**src/rtl/ptmr_pkg.sv**
```systemverilog
package ptmr_pkg;

  typedef enum logic [1:0] {
    DIR_HOLD = 2'b00,
    DIR_DOWN = 2'b01,
    DIR_UP   = 2'b10,
    DIR_BOTH = 2'b11
  } dir_e;

  typedef struct packed {
    logic periodic;
    dir_e dir;
  } mode_t;

  localparam int N_CMP = 2;

endpackage

```
**src/rtl/ptmr_tick_gen.sv**
```systemverilog
module ptmr_tick_gen #(
  parameter int PRE_W = 16
) (
  input  logic             clk,
  input  logic             rst_n,
  input  logic             enable,
  input  logic             clear,
  input  logic [PRE_W-1:0] prescale,
  output logic             tick
);

  logic [PRE_W-1:0] pre_q;

  function automatic logic reached(input logic [PRE_W-1:0] c, input logic [PRE_W-1:0] lim);
    return c >= lim;
  endfunction

  assign tick = enable && reached(pre_q, prescale);

  always_ff @(posedge clk or negedge rst_n) begin
    if (!rst_n)                          pre_q <= '0;
    else if (!enable || clear || tick)   pre_q <= '0;
    else                                 pre_q <= pre_q + 1'b1;
  end

endmodule

```
**src/rtl/ptmr_count_core.sv**
```systemverilog
module ptmr_count_core
  import ptmr_pkg::*;
#(
  parameter int CNT_W = 32
) (
  input  logic             clk,
  input  logic             rst_n,
  input  logic             tick,
  input  logic             load,
  input  mode_t            mode,
  input  logic [CNT_W-1:0] reload,
  output logic [CNT_W-1:0] count,
  output logic             going_down,
  output logic             step,
  output logic             end_evt
);

  logic [CNT_W-1:0] cnt_q;
  logic             down_q;
  logic             done_q;
  logic             at_end;

  function automatic logic is_terminal(input dir_e d, input logic dn,
                                       input logic [CNT_W-1:0] c, input logic [CNT_W-1:0] r);
    case (d)
      DIR_UP:   return c == r;
      DIR_DOWN: return c == '0;
      DIR_BOTH: return !dn && (c == r);
      default:  return 1'b0;
    endcase
  endfunction

  function automatic logic [CNT_W-1:0] next_val(input dir_e d, input logic dn,
                                                input logic [CNT_W-1:0] c, input logic [CNT_W-1:0] r);
    case (d)
      DIR_UP:   return (c == r)  ? '0 : c + 1'b1;
      DIR_DOWN: return (c == '0) ? r  : c - 1'b1;
      DIR_BOTH: begin
        if (!dn) return (c == r)  ? ((r == '0) ? '0 : r - 1'b1) : c + 1'b1;
        else     return (c == '0) ? ((r == '0) ? '0 : CNT_W'(1)) : c - 1'b1;
      end
      default:  return c;
    endcase
  endfunction

  function automatic logic next_dir(input dir_e d, input logic dn,
                                    input logic [CNT_W-1:0] c, input logic [CNT_W-1:0] r);
    if (d != DIR_BOTH)          return dn;
    if (!dn && (c == r))        return 1'b1;
    if (dn && (c == '0))        return 1'b0;
    return dn;
  endfunction

  function automatic logic [CNT_W-1:0] start_val(input dir_e d, input logic [CNT_W-1:0] r);
    return (d == DIR_DOWN) ? r : '0;
  endfunction

  assign step    = tick && !load && !done_q && (mode.dir != DIR_HOLD);
  assign at_end  = is_terminal(mode.dir, down_q, cnt_q, reload);
  assign end_evt = step && at_end;

  always_ff @(posedge clk or negedge rst_n) begin
    if (!rst_n) begin
      cnt_q  <= '0;
      down_q <= 1'b0;
      done_q <= 1'b0;
    end else if (load) begin
      cnt_q  <= start_val(mode.dir, reload);
      down_q <= 1'b0;
      done_q <= 1'b0;
    end else if (step) begin
      if (at_end && !mode.periodic) begin
        done_q <= 1'b1;
      end else begin
        cnt_q  <= next_val(mode.dir, down_q, cnt_q, reload);
        down_q <= next_dir(mode.dir, down_q, cnt_q, reload);
      end
    end
  end

  assign count      = cnt_q;
  assign going_down = (mode.dir == DIR_DOWN) || ((mode.dir == DIR_BOTH) && down_q);

endmodule

```
**src/rtl/ptmr_match_unit.sv**
```systemverilog
module ptmr_match_unit #(
  parameter int CNT_W = 32,
  parameter int N_CH  = 2
) (
  input  logic                       step,
  input  logic [CNT_W-1:0]           count,
  input  logic [N_CH-1:0][CNT_W-1:0] cmp,
  output logic [N_CH-1:0]            hit
);

  for (genvar g = 0; g < N_CH; g++) begin : g_ch
    assign hit[g] = step && (count == cmp[g]);
  end

endmodule

```
**src/rtl/prescaled_timer.sv**
```systemverilog
module prescaled_timer
  import ptmr_pkg::*;
#(
  parameter int CNT_W = 32,
  parameter int PRE_W = 16
) (
  input  logic             clk,
  input  logic             rst_n,
  input  logic             enable,
  input  logic             restart,
  input  logic [CNT_W-1:0] reload,
  input  logic [CNT_W-1:0] cmp_x,
  input  logic [CNT_W-1:0] cmp_y,
  input  logic [PRE_W-1:0] prescale,
  input  logic [2:0]       mode_cfg,
  output logic [CNT_W-1:0] count,
  output logic             match_x,
  output logic             match_y,
  output logic             timeout,
  output logic             counting_down
);

  logic                        restart_q;
  logic                        restart_ld;
  logic                        tick;
  logic                        step;
  mode_t                       mode;
  logic [N_CMP-1:0][CNT_W-1:0] cmp_all;
  logic [N_CMP-1:0]            hits;

  always_ff @(posedge clk or negedge rst_n) begin
    if (!rst_n) restart_q <= 1'b0;
    else        restart_q <= restart;
  end

  assign restart_ld = restart_q && !restart;
  assign mode       = mode_t'(mode_cfg);
  assign cmp_all    = {cmp_y, cmp_x};

  ptmr_tick_gen #(.PRE_W(PRE_W)) u_tick (
    .clk      (clk),
    .rst_n    (rst_n),
    .enable   (enable),
    .clear    (restart_ld),
    .prescale (prescale),
    .tick     (tick)
  );

  ptmr_count_core #(.CNT_W(CNT_W)) u_core (
    .clk        (clk),
    .rst_n      (rst_n),
    .tick       (tick),
    .load       (restart_ld),
    .mode       (mode),
    .reload     (reload),
    .count      (count),
    .going_down (counting_down),
    .step       (step),
    .end_evt    (timeout)
  );

  ptmr_match_unit #(.CNT_W(CNT_W), .N_CH(N_CMP)) u_match (
    .step  (step),
    .count (count),
    .cmp   (cmp_all),
    .hit   (hits)
  );

  assign match_x = hits[0];
  assign match_y = hits[1];

endmodule

```
**config.mk**
```make
export PLATFORM = sky130hd
export DESIGN_NAME = prescaled_timer
export DESIGN_NICKNAME = d
export VERILOG_FILES = /design/src/rtl/ptmr_pkg.sv /design/src/rtl/ptmr_tick_gen.sv /design/src/rtl/ptmr_count_core.sv /design/src/rtl/ptmr_match_unit.sv /design/src/rtl/prescaled_timer.sv
export SDC_FILE = /design/constraint.sdc
export NUM_CORES = 1
export LEC_CHECK = 0
export BUFFER_PORTS_ARGS = -buffer_cell sky130_fd_sc_hd__buf_2
export CAP_MARGIN = 20
export CORE_MARGIN = 10
export CORE_UTILIZATION = 40
export DETAILED_ROUTE_END_ITERATION = 10
export PLACE_DENSITY = 0.7
export SYNTH_ARGS = -nofsm -noshare
export SYNTH_HDL_FRONTEND = slang
export SYNTH_SLANG_ARGS = --single-unit
```
**constraint.sdc**
```tcl
create_clock -name clk -period 10.5 [get_ports clk]
set_input_delay 3.15 -clock clk [delete_from_list [all_inputs] [get_ports clk]]
set_output_delay 3.15 -clock clk [all_outputs]
set_load 0.01 [all_outputs]
```
==> flow_summary.json <==
{
  "critPathArrivalTime_ns": 5.45,
  "leakage_nw": 3.51,
  "drv_slew": 0,
  "synthTopCellsByArea": "dfrtp_1 17%, xor2_1 14%, xnor2_1 6.0%",
  "antenna_found_initial": 0,
  "design_area_sq_mm": 0.00827,
  "worstPathRequired_ns": 7.35,
  "drv_cap": 0,
  "period_share": 0.819,
  "die_area_sq_mm": 0.0241,
  "synth_nets": 1139,
  "num-nets-final": 1228,
  "peakVddDrop_v": 0.0000844,
  "synth_top_area_cell": "dfrtp_1",
  "rsz0062_at_grt": "false",
  "num_rows": 49,
  "clk_latency_ns": 0.32,
  "port_buffers": 154,
  "gp_congestion": 1.07,
  "final_common_cell": "buf_2",
  "finClkSkew_ns": 0.0140,
  "ys_seq_area_frac": 0.174,
  "die_w_um": 155,
  "fin_hold_ws_ns": 0.538,
  "grt_max_degree": 52,
  "viasPerCell": 6.53,
  "area_growth_pct": 12.9,
  "cts_tree": "yes",
  "wl_per_cell_um": 25.4,
  "grt_pass1_wl_mm": 50.3,
  "worstSetupEndpointType": "primary output",
  "hold_buffers": 0,
  "dominantRegCellSynth": "dfrtp_1",
  "maxSlewHeadroom": 0.178,
  "numCtsBuffers": 5,
  "grt-ovfl-total": 0,
  "fmax_ghz": 0.116,
  "drt_iter0_markers": 1164,
  "root_buffer": "clkbuf_16",
  "grt_pass1_vias": 8272,
  "clock-sinks": 51,
  "min_period_ns": 8.60,
  "dp_hpwl_mm": 24.6,
  "start_util": 0.408,
  "hold_violations": 0,
  "layout_common_cells": "154 x buf_2, 121 x xor2_1, 77 x nor2_1",
  "drt_first_pass_iters": 6,
  "ys_ff_latch": 51,
  "chipHeight_um": 155,
  "track_usage": 0.263,
  "detail-route-antenna-nets": 0,
  "critPathLaunchType": "primary input",
  "critPathKind": "in -> out",
  "cts_resized": 0,
  "fin_util": 0.460,
  "drc_errors": 0,
  "syn_avg_cell_area_sq_um": 7.33,
  "crit_fanout": 32,
  "drive_above_1_share": 0.190,
  "max_slew.worst_pin.slew_ns": 1.22,
  "dpl_cell_area_sq_mm": 0.00812,
  "total_power_uw": 751,
  "pin_count": 155,
  "drt_wl_total_mm": 33.5,
  "min_path_type": "reg -> reg",
  "synth_cells": 999,
  "status": "finished, final reports clean",
  "yosys.area.top_type_share": 0.174,
  "syn_area_sq_mm": 0.00733,
  "n_antenna_cell": 0,
  "setup_viol": 0,
  "setup-tns-final_ns": 0,
  "synth.distinct_cells": 73,
  "via_count": 8601,
  "cts_max_level": 2,
  "synthArstFlopShare": 1.00,
  "cts_buffer_depth": 2,
  "core-area_sq_mm": 0.0180,
  "yosys_warnings": 0,
  "synth_edf_count": 0,
  "path_clk_slew_ns": 0.08,
  "cts_setup_buffers": 0,
  "p_per_area_mw_per_mm2": 90.9
}
[state kept, by name, indices dropped and copies added, names as in the netlist]
register,flops
u_tick.pre_q,16
u_core.down_q,1
restart_q,1
u_core.done_q,1
u_core.count,32
[layer usage]
layer / vias up / GRT usage / wire length, um
met5: - / 0.0216 / 62
met1: 4020 / 0.345 / 13300
li1: 3825 / - / -
met4: 2 / 0.0856 / 1060
met3: 87 / 0.0976 / 5060
met2: 667 / 0.388 / 14000
[where the power goes]
| part | internal [mW] | switching, mW |
|---|---|---|
| clock network | 0.0911 | 0.0953 |
| registers | 0.209 | 0.0631 |
| logic | 0.116 | 0.177 |
| total | 0.416 | 0.335 |
[metrics by stage]
stage	cells	setup WS (ns)
after floorplan	999	2.45
after global placement	1309	2.07
after detailed placement	1310	2.00
after CTS	1318	1.99
after global routing	1318	1.86
final	1318	1.90
[synthesized netlist by cell type (7+ instances only)]
| library cell | count |
|---|---|
| o211ai_1 | 7 |
| or4_1 | 12 |
| a221oi_1 | 9 |
| nor2_1 | 80 |
| inv_1 | 42 |
| nor4_1 | 51 |
| buf_6 | 7 |
| nand4_1 | 31 |
| or3_1 | 10 |
| a211oi_1 | 13 |
| buf_1 | 7 |
| buf_2 | 15 |
| dfrtp_1 | 51 |
| o31ai_1 | 10 |
| clkbuf_1 | 62 |
| nand3_1 | 40 |
| a22oi_1 | 8 |
| ha_1 | 21 |
| o21ai_0 | 39 |
| a31oi_1 | 13 |
| nand2_1 | 64 |
| nor3_1 | 48 |
| xor2_1 | 121 |
| a21oi_1 | 60 |
| and3_1 | 11 |
| xnor2_1 | 50 |
[final timing paths]
kind	from	endpoint	slack, ns	cells after the start
setup / recovery	reload[27]	timeout	1.90	9
hold / removal	u_core.done_q	u_core.done_q	0.54	1
setup reg to reg	u_core.count[6]	u_core.count[13]	6.08	8
hold reg to reg	u_core.done_q	u_core.done_q	0.54	1
max in group asynchronous	rst_n	u_tick.pre_q[2]	7.04	2
min in group asynchronous	rst_n	u_core.count[27]	2.96	2
[worst max-delay path: stages]
cell	delay [ns]
buf_2	0.16
xor2_1	0.16
nor4_1	0.49
nand4_1	0.37
nor2_2	0.17
buf_4	0.39
a31oi_1	0.14
nor2_1	0.23
buf_2	0.18
[kinds of logic after synthesis]
| kind of cell | Yosys count | synth area share |
|---|---|---|
| AO/OA/AOI/OAI | 232 | 0.217 |
| XOR/XNOR | 171 | 0.204 |
| adder cells (fa/ha/maj) | 21 | 0.0359 |
| buffers and inverters | 137 | 0.0825 |
| flip-flops | 51 | 0.174 |
| multiplexers | 6 | 0.00820 |
| AND/OR/NAND/NOR | 381 | 0.277 |
[cell type report]
class	instances	area (sq um)
well taps	229	287
clock inverters	3	27.5
fillers	1884	9700
clock buffers	5	125
multi-input cells	811	5460
flip-flops and latches	51	1280
inverters	43	161
repair buffers	176	936
No activity file was read; power rests on OpenSTA's default activity.
